<file path="src/rtl/ctmr_pkg.sv">
package ctmr_pkg;
  localparam int ADDR_W = 3;

  typedef enum logic [ADDR_W-1:0] {
    A_PRE_HI  = 3'd0,
    A_PRE_LO  = 3'd1,
    A_START   = 3'd2,
    A_STOP    = 3'd3,
    A_MODE    = 3'd4,
    A_TMO_SET = 3'd5,
    A_TMO_CLR = 3'd6
  } ct_addr_e;

  typedef enum logic {
    M_TIMER   = 1'b0,
    M_ONESHOT = 1'b1
  } ct_mode_e;

  typedef struct packed {
    logic start;
    logic stop;
    logic tmo_set;
    logic tmo_clr;
  } ct_cmd_t;
endpackage

</file>
<file path="src/rtl/ctmr_regif.sv">
module ctmr_regif
  import ctmr_pkg::*;
#(
  parameter int BYTE_W = 8
) (
  input  logic                  clk,
  input  logic                  rst_n,
  input  logic                  reg_wr,
  input  logic                  reg_rd,
  input  logic [ADDR_W-1:0]     reg_addr,
  input  logic [BYTE_W-1:0]     reg_wdata,
  output logic [BYTE_W-1:0]     reg_rdata,
  input  logic [2*BYTE_W-1:0]   live_count,
  output logic [2*BYTE_W-1:0]   preset,
  output ct_mode_e              mode,
  output logic                  tmo_en,
  output ct_cmd_t               cmd
);
  localparam int CNT_W = 2 * BYTE_W;

  logic [BYTE_W-1:0] pre_hi, pre_lo, snap_hi;
  ct_addr_e          adr;
  logic              rd_lo, rd_hi;

  assign adr    = ct_addr_e'(reg_addr);
  assign preset = {pre_hi, pre_lo};
  assign rd_lo  = reg_rd && (adr == A_PRE_LO);
  assign rd_hi  = reg_rd && (adr == A_PRE_HI);

  // command strobes: one cycle, straight from the write decode
  always_comb begin
    cmd.start   = reg_wr && (adr == A_START);
    cmd.stop    = reg_wr && (adr == A_STOP);
    cmd.tmo_set = reg_wr && (adr == A_TMO_SET);
    cmd.tmo_clr = reg_wr && (adr == A_TMO_CLR);
  end

  always_ff @(posedge clk) begin
    if (!rst_n) begin
      pre_hi  <= '0;
      pre_lo  <= '0;
      snap_hi <= '0;
      mode    <= M_TIMER;
      tmo_en  <= 1'b0;
    end else begin
      if (reg_wr && adr == A_PRE_HI) pre_hi <= reg_wdata;
      if (reg_wr && adr == A_PRE_LO) pre_lo <= reg_wdata;
      if (reg_wr && adr == A_MODE)   mode   <= ct_mode_e'(reg_wdata[0]);
      if (cmd.tmo_set)               tmo_en <= 1'b1;
      else if (cmd.tmo_clr)          tmo_en <= 1'b0;
      if (rd_lo)                     snap_hi <= live_count[CNT_W-1:BYTE_W];
    end
  end

  always_comb begin
    reg_rdata = '0;
    if (rd_lo)      reg_rdata = live_count[BYTE_W-1:0];
    else if (rd_hi) reg_rdata = snap_hi;
  end

  // a low-byte read latches the upper byte that was live at that moment
  a_r8_snapshot: assert property (@(posedge clk) disable iff (!rst_n)
    rd_lo |=> snap_hi == $past(live_count[CNT_W-1:BYTE_W]));
endmodule

</file>
<file path="src/rtl/ctmr_engine.sv">
module ctmr_engine
  import ctmr_pkg::*;
#(
  parameter int CNT_W = 16
) (
  input  logic             clk,
  input  logic             rst_n,
  input  logic             tick_en,
  input  logic             rx_char,
  input  logic [CNT_W-1:0] preset,
  input  ct_mode_e         mode,
  input  logic             tmo_en,
  input  ct_cmd_t          cmd,
  output logic [CNT_W-1:0] count,
  output logic             running,
  output logic             ct_out,
  output logic             ct_flag,
  output logic             term_evt
);
  // the tick that would move the count from 1 to 0 is the terminal one;
  // a loaded 0 wraps first, giving the full 2**CNT_W ticks
  function automatic logic at_last(input logic [CNT_W-1:0] c);
    return c == CNT_W'(1);
  endfunction

  function automatic logic [CNT_W-1:0] step_down(input logic [CNT_W-1:0] c);
    return c - CNT_W'(1);
  endfunction

  logic halt_evt, load_evt, reload_mode;

  assign halt_evt    = cmd.stop || cmd.tmo_set || cmd.tmo_clr;
  assign load_evt    = !halt_evt &&
                       ((cmd.start && !tmo_en) || (tmo_en && rx_char));
  assign reload_mode = (mode == M_TIMER) && !tmo_en;
  assign term_evt    = running && tick_en && at_last(count) &&
                       !halt_evt && !load_evt;

  always_ff @(posedge clk) begin
    if (!rst_n) begin
      count   <= '0;
      running <= 1'b0;
      ct_out  <= 1'b0;
      ct_flag <= 1'b0;
    end else if (halt_evt) begin
      running <= 1'b0;
      ct_out  <= 1'b0;
      if (cmd.stop) ct_flag <= 1'b0;
    end else if (load_evt) begin
      count   <= preset;
      running <= 1'b1;
      ct_out  <= 1'b0;
    end else if (term_evt) begin
      ct_flag <= 1'b1;
      if (reload_mode) begin
        count  <= preset;
        ct_out <= ~ct_out;
      end else begin
        count   <= '0;
        running <= 1'b0;
        ct_out  <= 1'b1;
      end
    end else if (running && tick_en) begin
      count <= step_down(count);
    end
  end

  // the flag only ever rises right after a terminal count
  a_r5_flag_source: assert property (@(posedge clk) disable iff (!rst_n)
    $rose(ct_flag) |-> $past(term_evt));
  // stop clears flag and output
  a_r5_stop_clears: assert property (@(posedge clk) disable iff (!rst_n)
    cmd.stop |=> (!ct_flag && !ct_out));
  // an idle counter holds its value unless loaded
  a_r5_frozen: assert property (@(posedge clk) disable iff (!rst_n)
    (!running && !load_evt) |=> $stable(count));
  // timer terminal reloads and toggles
  a_r3_timer_reload: assert property (@(posedge clk) disable iff (!rst_n)
    (term_evt && reload_mode) |=>
      (ct_out != $past(ct_out)) && (count == $past(preset)) && running);
  // one-shot and time-out terminal stop at zero with output high
  a_r4_r7_halt_at_zero: assert property (@(posedge clk) disable iff (!rst_n)
    (term_evt && !reload_mode) |=> (!running && count == '0 && ct_out));
  // a receiver strobe in time-out mode restarts from the preset
  a_r6_rx_restart: assert property (@(posedge clk) disable iff (!rst_n)
    (tmo_en && rx_char && !halt_evt) |=> (running && count == $past(preset)));
endmodule

</file>
<file path="src/rtl/ctmr_core.sv">
module ctmr_core
  import ctmr_pkg::*;
#(
  parameter int BYTE_W = 8
) (
  input  logic              clk,
  input  logic              rst_n,
  input  logic              tick_en,
  input  logic              reg_wr,
  input  logic              reg_rd,
  input  logic [ADDR_W-1:0] reg_addr,
  input  logic [BYTE_W-1:0] reg_wdata,
  output logic [BYTE_W-1:0] reg_rdata,
  input  logic              rx_char,
  output logic              ct_out,
  output logic              ct_flag
);
  localparam int CNT_W = 2 * BYTE_W;

  logic [CNT_W-1:0] count, preset;
  ct_mode_e         mode;
  logic             tmo_en, running, term_evt;
  ct_cmd_t          cmd;

  ctmr_regif #(.BYTE_W(BYTE_W)) u_regif (
    .clk(clk), .rst_n(rst_n), .reg_wr(reg_wr), .reg_rd(reg_rd),
    .reg_addr(reg_addr), .reg_wdata(reg_wdata), .reg_rdata(reg_rdata),
    .live_count(count), .preset(preset), .mode(mode), .tmo_en(tmo_en),
    .cmd(cmd)
  );

  ctmr_engine #(.CNT_W(CNT_W)) u_engine (
    .clk(clk), .rst_n(rst_n), .tick_en(tick_en), .rx_char(rx_char),
    .preset(preset), .mode(mode), .tmo_en(tmo_en), .cmd(cmd),
    .count(count), .running(running), .ct_out(ct_out), .ct_flag(ct_flag),
    .term_evt(term_evt)
  );

  // outside time-out mode a receiver strobe alone changes nothing
  a_r6_rx_ignored: assert property (@(posedge clk) disable iff (!rst_n)
    (!tmo_en && rx_char && !reg_wr && !tick_en) |=> $stable(count));
endmodule

</file>
<file path="config.mk">
export PLATFORM = sky130hd
export DESIGN_NAME = ctmr_core
export DESIGN_NICKNAME = d
export VERILOG_FILES = /design/src/rtl/ctmr_pkg.sv /design/src/rtl/ctmr_regif.sv /design/src/rtl/ctmr_engine.sv /design/src/rtl/ctmr_core.sv
export SDC_FILE = /design/constraint.sdc
export NUM_CORES = 1
export LEC_CHECK = 0
export BUFFER_PORTS_ARGS = -buffer_cell sky130_fd_sc_hd__buf_2
export CAP_MARGIN = 20
export CORE_ASPECT_RATIO = 1.25
export CORE_MARGIN = 3
export CORE_UTILIZATION = 58
export CTS_BUF_LIST = sky130_fd_sc_hd__clkbuf_16
export DETAILED_ROUTE_END_ITERATION = 10
export GPL_ROUTABILITY_DRIVEN = 1
export MAX_ROUTING_LAYER = met4
export PLACE_DENSITY = 0.78
export SYNTH_ARGS = -nofsm -noshare
export SYNTH_HDL_FRONTEND = slang
export SYNTH_SLANG_ARGS = --single-unit
</file>
<file path="constraint.sdc">
create_clock -name clk -period 2.12 [get_ports clk]
set_input_delay 0.106 -clock clk [delete_from_list [all_inputs] [get_ports clk]]
set_output_delay 0.106 -clock clk [all_outputs]
set_load 0.1 [all_outputs]
</file>
==> results.toml <==
[run_status]
outcome = "completed"

[clocking]
tritoncts.num_buffers = 5
cts.reportedPaths.clkPinSlew_ns = 0.06
post_cts_resized = 0
tritoncts = "done"
cts_max_path_buffers = 2
clockRootBuffer = "sky130_fd_sc_hd__clkbuf_16"
cts.sinks = 45
postcts_setup_bufs = 0
ctsHtreeMaxLevel = 2
cts_hold_buf = 0
source_to_sink_clock_delay_at_the_later_pin_of_the_worst_skew_pair_ns = 0.29

[synthesis]
synth_top_cells_by_count = "sky130_fd_sc_hd__dfxtp_1, sky130_fd_sc_hd__a21oi_1, sky130_fd_sc_hd__nand2_1"
yosys.cell_count.top_type = "sky130_fd_sc_hd__dfxtp_1"
synth.mux.area_fraction_pct = 7.49
synth_nets = 300
yosys_most_used_dff = "sky130_fd_sc_hd__dfxtp_1"
synth_seq_area_share_pct = 37.2
synth_compound_gate_area_share_pct = 22.7
synth_simple_gate_area_share_pct = 23.1
synth_cells = 281
synth_largest_area_cell = "sky130_fd_sc_hd__dfxtp_1"
yosys_warns = 0
synthXorXnorAreaFrac_pct = 3.61
synth_top_family_by_area = "simple AND/OR/NAND/NOR gates"
syn-cell-area_mm2 = 0.00242
synth-seq-cells = 45
synth.distinct_cells = 56
number_of_synthesized_flops_with_an_enable_pin = 0
synth_largest_type_area_fraction_pct = 37.2
postSynth.asyncResetShare_pct = 0
synth_adder_area_share_pct = 1.03
synth.area.top_cells = "sky130_fd_sc_hd__dfxtp_1, sky130_fd_sc_hd__mux2i_1, sky130_fd_sc_hd__a21oi_1"
avgSynthCellArea_um2 = 8.62

[sta]
max_slew.worst_pin.slew_ns = 0.960
hold_viol_final = 0
final.setup.tns_ns = 0
report.final.setup_viol = 0
finalHoldWorstSlack_ns = 0.0659
fin_skew_ns = 0.00346
final_max_slew_viol_count = 0
rsz0062_at_grt = "no"
slew_headroom_pct = 36.0
fmaxAchievable_mhz = 511
period_minus_slack_ns = 1.96
fin_crit_sh_pct = 92.2

[worst_setup_path]
timing.critical_path.required_ns = 2.25
max_stage_delay_ns = 0.41
cp_cell_sequence = "nor4_4, buf_4, and4_4, a21oi_1, buf_4, o211ai_1, a211oi_2"
path_common_cell = "sky130_fd_sc_hd__buf_4"
worstPathArrival_ns = 2.09
kind_of_critical_path = "reg -> reg"
setup.worst_path.start_class = "flop"
cp_max_fo = 14
timing.critical_path.slowest_stage_cell = "sky130_fd_sc_hd__dfxtp_1"
critPathCaptureType = "flop"

[route]
routed_via_density = 6.37
firstDrtPassIters = 4
drtAntennaViolNets = 0
wirelength_um = 6400
vias = 2325
drt-wirelength-per-cell_um = 17.5
route.detailed.drc = 0
detail_route.iter0.violations = 183

[global_routing]
antenna_found_initial = 0
grt_overflow_total = 0
grt_pass1_vias = 2202
grt_pass1_wl_um = 10400
overall_global_routing_resource_usage_pct = 27.4
grt_max_degree = 31

[floorplan]
floorplan.die_area_mm2 = 0.00499
die_width_um = 63.8
initial_cell_density_of_the_core_pct = 62.0
core_area_mm2 = 0.00391
floorplan.die.height_um = 78.3
floorplan.rows = 25
top_level_ports = 27

[min_path]
worstHoldPathType = "in -> reg"

[finish]
area_delta_synth_final_pct = 20.3
nets = 329
n_fill_cell = 284
share_of_layout_cells_above_drive_strength_1_pct = 21.5
antenna-diode-count = 0

[placed_design]
port-buffer-count = 26
gp_congestion = 0.891
dp.final_hpwl_um = 4330

[pwr]
leakage_power_total_nw = 1.08
power_per_cell_area_mw_per_mm2 = 797
ir_drop_v = 0.000534

[flow_run]
max_cap_viol_count = 0
[final cells by class]
cell class              count  area [um2]  area share [%]
clock inverters             3        41.3            1.42
multi-input cells         212        1400            48.1
flip-flops and latches     45         901            30.9
clock buffers               5         125            4.29
inverters                   6        22.5           0.772
well taps                  54        67.6            2.32
repair buffers             40         355            12.2
[worst max-delay path: cells and delay by family (launching register included)]
kind	cells	cell delay, ns
AND/OR/NAND/NOR	2	0.63
flip-flops	1	0.41
buffers and inverters	2	0.38
AO/OA/AOI/OAI	3	0.37
[cell usage in the layout, fill, tap and decap left out, drive strengths merged, types with 4 or more instances in the layout]
| master | n |
|---|---|
| a21oi | 30 |
| a22o | 8 |
| a32oi | 7 |
| buf | 40 |
| clkbuf | 5 |
| dfxtp | 45 |
| inv | 6 |
| mux2i | 17 |
| nand2 | 24 |
| nand3 | 8 |
| nand4 | 4 |
| nor2 | 25 |
| nor3 | 10 |
| nor4 | 5 |
| o21ai | 19 |
| or2 | 4 |
| xnor2 | 6 |
| xor2 | 4 |
[registers in the layout (all words and copies together), names as in the netlist]
signal and flops:
u_regif.snap_hi 8, u_regif.pre_hi 8, u_regif.tmo_en 1, u_engine.running 1, u_engine.count 16, u_engine.ct_flag 1
u_regif.mode 1, u_regif.pre_lo 8, u_engine.ct_out 1
[path summary, 6_finish.rpt]
path                            cells past startpoint  slack [ns]            endpoint         startpoint
worst max-delay path                                7        0.16  u_engine.count[12]  u_engine.count[7]
worst min register to register                      2        0.46   u_regif.pre_hi[6]  u_regif.pre_hi[6]
worst max register to register                      7        0.16  u_engine.count[12]  u_engine.count[7]
worst min-delay path                                3        0.07   u_regif.pre_hi[3]       reg_wdata[3]
[per-layer routing]
layer / part of all wire (%) / wire, um / vias to the layer above / track usage [%]
li1: - / - / 1094 / -
met1: 39 / 2470 / 1089 / 32.8
met2: 49 / 3140 / 116 / 43.2
met3: 8.1 / 516 / 26 / 4.72
met4: 4.1 / 265 / 0 / 15.8
met5: 0 / 0 / - / -
[where the power goes]
group / total, mW / internal (mW) / switching [mW]
Sequential: 0.930 / 0.878 / 0.0521
Clock: 0.874 / 0.551 / 0.322
Combinational: 0.520 / 0.231 / 0.289
[cells by family (layout without fill, tap and decap cells)]
| logic type | count (synthesis) | count (layout) |
|---|---|---|
| buffers and inverters | 24 | 54 |
| AO/OA/AOI/OAI | 83 | 83 |
| adder cells (fa/ha/maj) | 2 | 2 |
| AND/OR/NAND/NOR | 99 | 99 |
| multiplexers | 18 | 18 |
| flip-flops | 45 | 45 |
| XOR/XNOR | 10 | 10 |
[metrics by stage]
stage / setup WS (ns) / cell area (um2) / util [%] / instances / total power, mW
floorplan: 0.170 / 2420 / - / 281 / 1.31
global placement: 0.293 / 2740 / 70.0 / 355 / 1.42
detailed placement: 0.223 / 2740 / 70.0 / 355 / 1.43
CTS: 0.208 / 2900 / 74.2 / 363 / 2.31
global route: 0.0151 / 2920 / 74.6 / 365 / 2.43
finish: 0.165 / 2920 / 74.6 / 365 / 2.32
Note: power is estimated with default switching activity, not from simulation.
